[src/rtl/pwmt_pkg.sv]
package pwmt_pkg;

    localparam int CNT_W   = 32;
    localparam int N_MATCH = 7;
    localparam int ADDR_W  = 5;

    // register word addresses
    localparam int A_CTRL   = 0;
    localparam int A_PRESC  = 1;
    localparam int A_COUNT  = 2;
    localparam int A_FLAGS  = 3;
    localparam int A_ACTION = 4;
    localparam int A_SELECT = 5;
    localparam int A_LATCH  = 6;
    localparam int A_PCOUNT = 7;
    localparam int A_SHADOW = 8;
    localparam int A_ACTIVE = 16;

    typedef struct packed {
        logic pwm_mode;
        logic cnt_rst;
        logic cnt_en;
    } ctrl_t;

    typedef struct packed {
        logic halt;
        logic wrap;
        logic intr;
    } mact_t;

    localparam int MACT_W = $bits(mact_t);
    localparam int CTRL_W = $bits(ctrl_t);

    function automatic logic edge_next(input logic cur, input logic set, input logic clr);
        return clr ? 1'b0 : (set ? 1'b1 : cur);
    endfunction

endpackage

[src/rtl/pwmt_prescaler.sv]
module pwmt_prescaler #(
    parameter int CW = 32
) (
    input  logic          clk,
    input  logic          rst,
    input  logic          run,
    input  logic          hold,
    input  logic [CW-1:0] limit,
    output logic [CW-1:0] count,
    output logic          tick
);
    assign tick = run && !hold && (count >= limit);

    always_ff @(posedge clk) begin
        if (rst || hold) begin
            count <= '0;
        end else if (run) begin
            count <= (count >= limit) ? '0 : count + 1'b1;
        end
    end

    AST_PRESC_FREEZE: assert property (@(posedge clk) disable iff (rst)
        (!run && !hold) |=> $stable(count));
endmodule

[src/rtl/pwmt_match_bank.sv]
module pwmt_match_bank #(
    parameter int CW = 32,
    parameter int NM = 7
) (
    input  logic                   clk,
    input  logic                   rst,
    input  logic [CW-1:0]          tc,
    input  logic                   tick,
    input  logic                   pwm_mode,
    input  logic                   cycle_wrap,
    input  logic [NM-1:0]          wr_match,
    input  logic [CW-1:0]          wdata,
    input  logic [NM-1:0]          latch_set,
    output logic [NM-1:0][CW-1:0]  shadow_q,
    output logic [NM-1:0][CW-1:0]  active_q,
    output logic [NM-1:0]          latch_q,
    output logic [NM-1:0]          hit
);
    logic boundary;

    for (genvar i = 0; i < NM; i++) begin : g_cmp
        assign hit[i] = tick && (tc == active_q[i]);
    end

    assign boundary = pwm_mode && hit[0] && cycle_wrap;

    always_ff @(posedge clk) begin
        if (rst) begin
            shadow_q <= '0;
            active_q <= '0;
            latch_q  <= '0;
        end else begin
            for (int i = 0; i < NM; i++) begin
                if (wr_match[i]) shadow_q[i] <= wdata;
                if (wr_match[i] && !pwm_mode) begin
                    active_q[i] <= wdata;
                end else if (boundary && latch_q[i]) begin
                    active_q[i] <= shadow_q[i];
                end
            end
            latch_q <= (boundary ? '0 : latch_q) | latch_set;
        end
    end

    AST_LATCH_CLEARED: assert property (@(posedge clk) disable iff (rst)
        (boundary && (latch_set == '0)) |=> (latch_q == '0));
    AST_ACTIVE_HELD: assert property (@(posedge clk) disable iff (rst)
        (pwm_mode && !boundary) |=> $stable(active_q));
endmodule

[src/rtl/pwmt_out_logic.sv]
module pwmt_out_logic
    import pwmt_pkg::*;
#(
    parameter int NM = 7,
    localparam int NOUT = NM - 1
) (
    input  logic            clk,
    input  logic            rst,
    input  logic            pwm_mode,
    input  logic [NM-1:0]   hit,
    input  logic [NOUT-1:0] dbl_sel,
    output logic [NOUT-1:0] pwm_q
);
    logic [NOUT-1:0] set_ev, clr_ev;

    for (genvar k = 1; k <= NOUT; k++) begin : g_chan
        assign set_ev[k-1] = dbl_sel[k-1] ? hit[k-1] : hit[0];
        assign clr_ev[k-1] = hit[k];

        AST_CLEAR_WINS: assert property (@(posedge clk) disable iff (rst)
            (pwm_mode && hit[k]) |=> !pwm_q[k-1]);
    end

    always_ff @(posedge clk) begin
        if (rst || !pwm_mode) begin
            pwm_q <= '0;
        end else begin
            for (int k = 0; k < NOUT; k++) begin
                pwm_q[k] <= edge_next(pwm_q[k], set_ev[k], clr_ev[k]);
            end
        end
    end

    AST_PWM_IDLE: assert property (@(posedge clk) disable iff (rst)
        !pwm_mode |=> (pwm_q == '0));
endmodule

[src/rtl/pwm_timer.sv]
module pwm_timer
    import pwmt_pkg::*;
#(
    parameter int CW = CNT_W,
    parameter int NM = N_MATCH,
    parameter int AW = ADDR_W,
    localparam int NOUT = NM - 1
) (
    input  logic            clk,
    input  logic            rst,
    input  logic            bus_we,
    input  logic [AW-1:0]   bus_addr,
    input  logic [CW-1:0]   bus_wdata,
    output logic [CW-1:0]   bus_rdata,
    output logic [NOUT-1:0] pwm_out,
    output logic            irq
);
    ctrl_t                 ctrl_q;
    logic [CW-1:0]         presc_q, tc_q, pc;
    logic [MACT_W*NM-1:0]  action_q;
    logic [NOUT-1:0]       dsel_q;
    logic [NM-1:0]         flags_q;
    logic                  tick;
    logic [NM-1:0]         hit, latch_q, wr_match, latch_set;
    logic [NM-1:0]         act_irq, act_wrap, act_halt;
    logic [NM-1:0][CW-1:0] shadow_q, active_q;
    logic                  wrap_hit, halt_hit;
    logic wr_ctrl, wr_presc, wr_flags, wr_action, wr_dsel, wr_latch;

    assign wr_ctrl   = bus_we && (bus_addr == AW'(A_CTRL));
    assign wr_presc  = bus_we && (bus_addr == AW'(A_PRESC));
    assign wr_flags  = bus_we && (bus_addr == AW'(A_FLAGS));
    assign wr_action = bus_we && (bus_addr == AW'(A_ACTION));
    assign wr_dsel   = bus_we && (bus_addr == AW'(A_SELECT));
    assign wr_latch  = bus_we && (bus_addr == AW'(A_LATCH));
    assign latch_set = wr_latch ? bus_wdata[NM-1:0] : '0;

    for (genvar i = 0; i < NM; i++) begin : g_match
        mact_t a_i;
        assign a_i         = mact_t'(action_q[MACT_W*i +: MACT_W]);
        assign act_irq[i]  = a_i.intr;
        assign act_wrap[i] = a_i.wrap;
        assign act_halt[i] = a_i.halt;
        assign wr_match[i] = bus_we && (bus_addr == AW'(A_SHADOW + i));
    end

    assign wrap_hit = |(hit & act_wrap);
    assign halt_hit = |(hit & act_halt);

    pwmt_prescaler #(.CW(CW)) u_presc (
        .clk(clk), .rst(rst), .run(ctrl_q.cnt_en), .hold(ctrl_q.cnt_rst),
        .limit(presc_q), .count(pc), .tick(tick)
    );

    pwmt_match_bank #(.CW(CW), .NM(NM)) u_bank (
        .clk(clk), .rst(rst), .tc(tc_q), .tick(tick), .pwm_mode(ctrl_q.pwm_mode),
        .cycle_wrap(act_wrap[0]), .wr_match(wr_match), .wdata(bus_wdata),
        .latch_set(latch_set), .shadow_q(shadow_q), .active_q(active_q),
        .latch_q(latch_q), .hit(hit)
    );

    pwmt_out_logic #(.NM(NM)) u_out (
        .clk(clk), .rst(rst), .pwm_mode(ctrl_q.pwm_mode), .hit(hit),
        .dbl_sel(dsel_q), .pwm_q(pwm_out)
    );

    always_ff @(posedge clk) begin
        if (rst || ctrl_q.cnt_rst) begin
            tc_q <= '0;
        end else if (tick) begin
            if (wrap_hit)      tc_q <= '0;
            else if (!halt_hit) tc_q <= tc_q + 1'b1;
        end
    end

    always_ff @(posedge clk) begin
        if (rst) begin
            ctrl_q   <= '0;
            presc_q  <= '0;
            action_q <= '0;
            dsel_q   <= '0;
            flags_q  <= '0;
        end else begin
            if (wr_ctrl)              ctrl_q <= ctrl_t'(bus_wdata[CTRL_W-1:0]);
            else if (tick && halt_hit) ctrl_q.cnt_en <= 1'b0;
            if (wr_presc)  presc_q  <= bus_wdata;
            if (wr_action) action_q <= bus_wdata[MACT_W*NM-1:0];
            if (wr_dsel)   dsel_q   <= bus_wdata[NOUT-1:0];
            flags_q <= (flags_q & ~(wr_flags ? bus_wdata[NM-1:0] : '0)) | (hit & act_irq);
        end
    end

    assign irq = |flags_q;

    always_comb begin
        bus_rdata = '0;
        case (bus_addr)
            AW'(A_CTRL):   bus_rdata = CW'(ctrl_q);
            AW'(A_PRESC):  bus_rdata = presc_q;
            AW'(A_COUNT):  bus_rdata = tc_q;
            AW'(A_FLAGS):  bus_rdata = CW'(flags_q);
            AW'(A_ACTION): bus_rdata = CW'(action_q);
            AW'(A_SELECT): bus_rdata = CW'(dsel_q);
            AW'(A_LATCH):  bus_rdata = CW'(latch_q);
            AW'(A_PCOUNT): bus_rdata = pc;
            default:       bus_rdata = '0;
        endcase
        for (int i = 0; i < NM; i++) begin
            if (bus_addr == AW'(A_SHADOW + i)) bus_rdata = shadow_q[i];
            if (bus_addr == AW'(A_ACTIVE + i)) bus_rdata = active_q[i];
        end
    end

    AST_WRAP_ZERO: assert property (@(posedge clk) disable iff (rst)
        (tick && wrap_hit) |=> (tc_q == '0));
    AST_HALT_HOLD: assert property (@(posedge clk) disable iff (rst)
        (tick && halt_hit && !wrap_hit && !wr_ctrl) |=> (!ctrl_q.cnt_en && $stable(tc_q)));
    AST_COUNT_FREEZE: assert property (@(posedge clk) disable iff (rst)
        (!ctrl_q.cnt_en && !ctrl_q.cnt_rst) |=> $stable(tc_q));
    AST_FLAG_STICKY: assert property (@(posedge clk) disable iff (rst)
        !wr_flags |=> ((flags_q & $past(flags_q)) == $past(flags_q)));
endmodule

[config.mk]
export PLATFORM = sky130hd
export DESIGN_NAME = pwm_timer
export DESIGN_NICKNAME = d
export VERILOG_FILES = /design/src/rtl/pwmt_pkg.sv /design/src/rtl/pwmt_prescaler.sv /design/src/rtl/pwmt_match_bank.sv /design/src/rtl/pwmt_out_logic.sv /design/src/rtl/pwm_timer.sv
export SDC_FILE = /design/constraint.sdc
export NUM_CORES = 2
export LEC_CHECK = 0
export BUFFER_PORTS_ARGS = -buffer_cell sky130_fd_sc_hd__buf_2
export CAP_MARGIN = 30
export CORE_MARGIN = 2
export CORE_UTILIZATION = 45
export CTS_BUF_LIST = sky130_fd_sc_hd__clkbuf_4
export DETAILED_ROUTE_END_ITERATION = 8
export SETUP_SLACK_MARGIN = 0.4
export SYNTH_ARGS = -nofsm -noshare
export SYNTH_HDL_FRONTEND = slang
export SYNTH_HIERARCHICAL = 1
export SYNTH_SLANG_ARGS = --single-unit
[constraint.sdc]
create_clock -name clk -period 5.3 [get_ports clk]
set_input_delay 1.59 -clock clk [delete_from_list [all_inputs] [get_ports clk]]
set_output_delay 1.59 -clock clk [all_outputs]
set_load 0.005 [all_outputs]
==> impl_metrics.toml <==
[sta]
slew_viol_final = 0
slew_headroom = 0.285
fin_worst_skew_ns = 0.0772
period_minus_slack_ns = 5.21
setup_violations = 0
max_freq_ghz = 0.192
hold_violations = 0
tightest_slew_ns = 1.07
final.setup.tns_ns = 0
holdWs_ns = 0.468
rsz0062_at_grt = "true"
period_share = 0.983

[outcome]
status = "complete, no violations"

[synthesis]
seq_area_frac_synth = 0.349
syn_nets = 4135
synthesis.area_sq_mm = 0.0341
ys.flop_type = "dfxtp_1"
async_flop_share = 0
synth_cells = 4061
synth-seq-cells = 594
synth_edf_count = 0
synth_top_area_cell = "dfxtp_1"
ys_warn_count = 6
avgSynthCellArea_sq_um = 8.40
synth_top_area_frac = 0.349
ys_types = 89
synth.area.top_cells = "dfxtp_1, nor2_1, mux2i_1"

[grt]
gr-total-overflow = 0
grt_pass1_vias = 33800
grt_start_max_net_pins = 136
grt.total_usage = 0.409
antenna_found_initial = 6
grt_pass1_wl_mm = 235

[clock_tree]
root_buffer = "clkbuf_4"
cts.clk_slew.worst_paths_ns = 0.05
cts_tree = "done"
clock_latency_ns = 1.10
clk_path_buf_depth = 3
numCtsBuffers = 168
cts.sinks = 594
h-tree-depth = 4

[power]
p_per_area_mw_per_mm2 = 240
power_w = 0.0104
p_leak_nw = 15.8
vdd_ir_drop_max_uv = 181

[floorplanning]
dieArea_sq_mm = 0.0780
die_w_microns = 279
rows = 100
design.core.area_sq_mm = 0.0747
die_h_microns = 279
start_util = 0.457
io_pins = 79

[worst_setup_path]
critPathLaunchType = "primary input"
arrival_ns = 3.62
worstSetupPathType = "primary input to output pin"
cp_data_required_time_ns = 3.71
cpMostUsedCell = "buf_6"
slowest_delay_ns = 0.44
endpoint_kind = "output pin"
r2r_slack_ns = 0.43
cp_cell_sequence = "buf_12, or3_4, buf_6, nor2_4, buf_6, buf_6, a22oi_2, and3_4, a221oi_4, buf_4, buf_6"
cp_slowest_cell = "or3_4"
path_max_fanout = 6

[final_layout]
final_nets = 4509
fin_util = 0.578
n_fill_cell = 6754
area_growth_pct = 26.6
layout_common_cells = "nor2_1, dfxtp_1, buf_4"
layout-drive-gt1-share = 0.297
layout_commonest_cell = "nor2_1"

[placed_design]
place_congestion = 1.08
hpwl_mm = 118
portBuffers = 78

[run]
cap_violations = 0

[routing]
drc_errors = 0
viasPerCell = 6.55
drtIter0Drc = 4679
avgRoutedWirePerCell_microns = 29.8
vias = 36300
totalWireLength_mm = 165
drt.antenna.violating_nets = 0
first_pass_iters = 6

[min_path]
min_path_type = "register to register"
==> where the power goes <==
group / switching [W] / internal (W) / total [W]
Clock: 0.00217 / 0.00236 / 0.00452
Sequential: 0.0000556 / 0.00450 / 0.00456
Combinational: 0.000824 / 0.000449 / 0.00127
==> state kept, by name, indices dropped and copies added (netlist names) <==
signal / count
u_presc/count: 32
dsel_q: 6
u_out/pwm_q: 6
ctrl_q: 3
tc_q: 32
u_bank/shadow_q: 224
u_bank/latch_q: 7
presc_q: 32
action_q: 21
u_bank/active_q: 224
flags_q: 7
==> through the flow <==
stage / setup WS (ns) / instance area (sq um) / instances
2_1_floorplan: 0.640 / 34100 / 4061
3_3_place_gp: -0.553 / 37400 / 5130
3_5_place_dp: -0.535 / 37500 / 5131
4_1_cts: 0.163 / 42100 / 5499
5_1_grt: 0.0851 / 43200 / 5539
6_report: 0.0898 / 43200 / 5540
==> cell usage after synthesis, types with 67 or more instances <==
| master | n |
|---|---|
| nor3_1 | 262 |
| nor2_1 | 772 |
| nand4_1 | 77 |
| xnor2_1 | 211 |
| mux2i_1 | 273 |
| a2111oi_2 | 181 |
| nand2_1 | 195 |
| nand3_1 | 67 |
| a21oi_1 | 182 |
| clkbuf_1 | 257 |
| dfxtp_1 | 594 |
| buf_2 | 76 |
==> cell type report <==
| class | count | area (sq um) | area share |
|---|---|---|---|
| Clock inverter | 43 | 288 | 0.00666 |
| Timing Repair Buffer | 588 | 5490 | 0.127 |
| Sequential cell | 594 | 11900 | 0.275 |
| Inverter | 60 | 225 | 0.00521 |
| Antenna cell | 6 | 15.0 | 0.000348 |
| Multi-Input combinational cell | 3023 | 22100 | 0.513 |
| Tap cell | 969 | 1210 | 0.0281 |
| Clock buffer | 257 | 1930 | 0.0447 |
==> timing repair <==
action	CTS	global route
hold buffers	0	0
cloned	6	4
pin swaps	117	76
gates resized for setup	372	125
setup endpoints to repair	60	63
setup buffers	62	30
==> cell families (layout without fill, tap and decap cells) <==
| kind of cell | count (synthesis) | after routing | synth area share |
|---|---|---|---|
| simple gates | 1609 | 1609 | 0.220 |
| flops | 594 | 594 | 0.349 |
| compound gates | 834 | 834 | 0.210 |
| other cells | 0 | 6 | 0 |
| fa+ha+maj | 34 | 34 | 0.0125 |
| mux | 275 | 275 | 0.0808 |
| buf+inv | 444 | 948 | 0.0586 |
| xor+xnor | 271 | 271 | 0.0696 |
==> metal layers <==
metal | part of all wire | vias to the layer above | track usage
met2 | 0.42 | 2561 | 0.614
li1 | - | 15600 | -
met4 | 0.081 | 2 | 0.275
met5 | 0.000079 | - | 0
met1 | 0.39 | 17500 | 0.528
met3 | 0.11 | 640 | 0.0856
==> final timing paths <==
check | to | cells past startpoint | from
min reg2reg | u_out/pwm_q[4] | 2 | u_out/pwm_q[4]
max reg2reg | u_bank/active_q[191] | 15 | presc_q[5]
max | bus_rdata[2] | 11 | bus_addr[4]
min | u_out/pwm_q[4] | 2 | u_out/pwm_q[4]
==> worst max-delay path, delay by kind of cell <==
kind / cells / cell delay [ns]
compound gates: 2 / 0.50
buf+inv: 6 / 0.79
simple gates: 3 / 0.73
(Power assumes the default switching activity.)
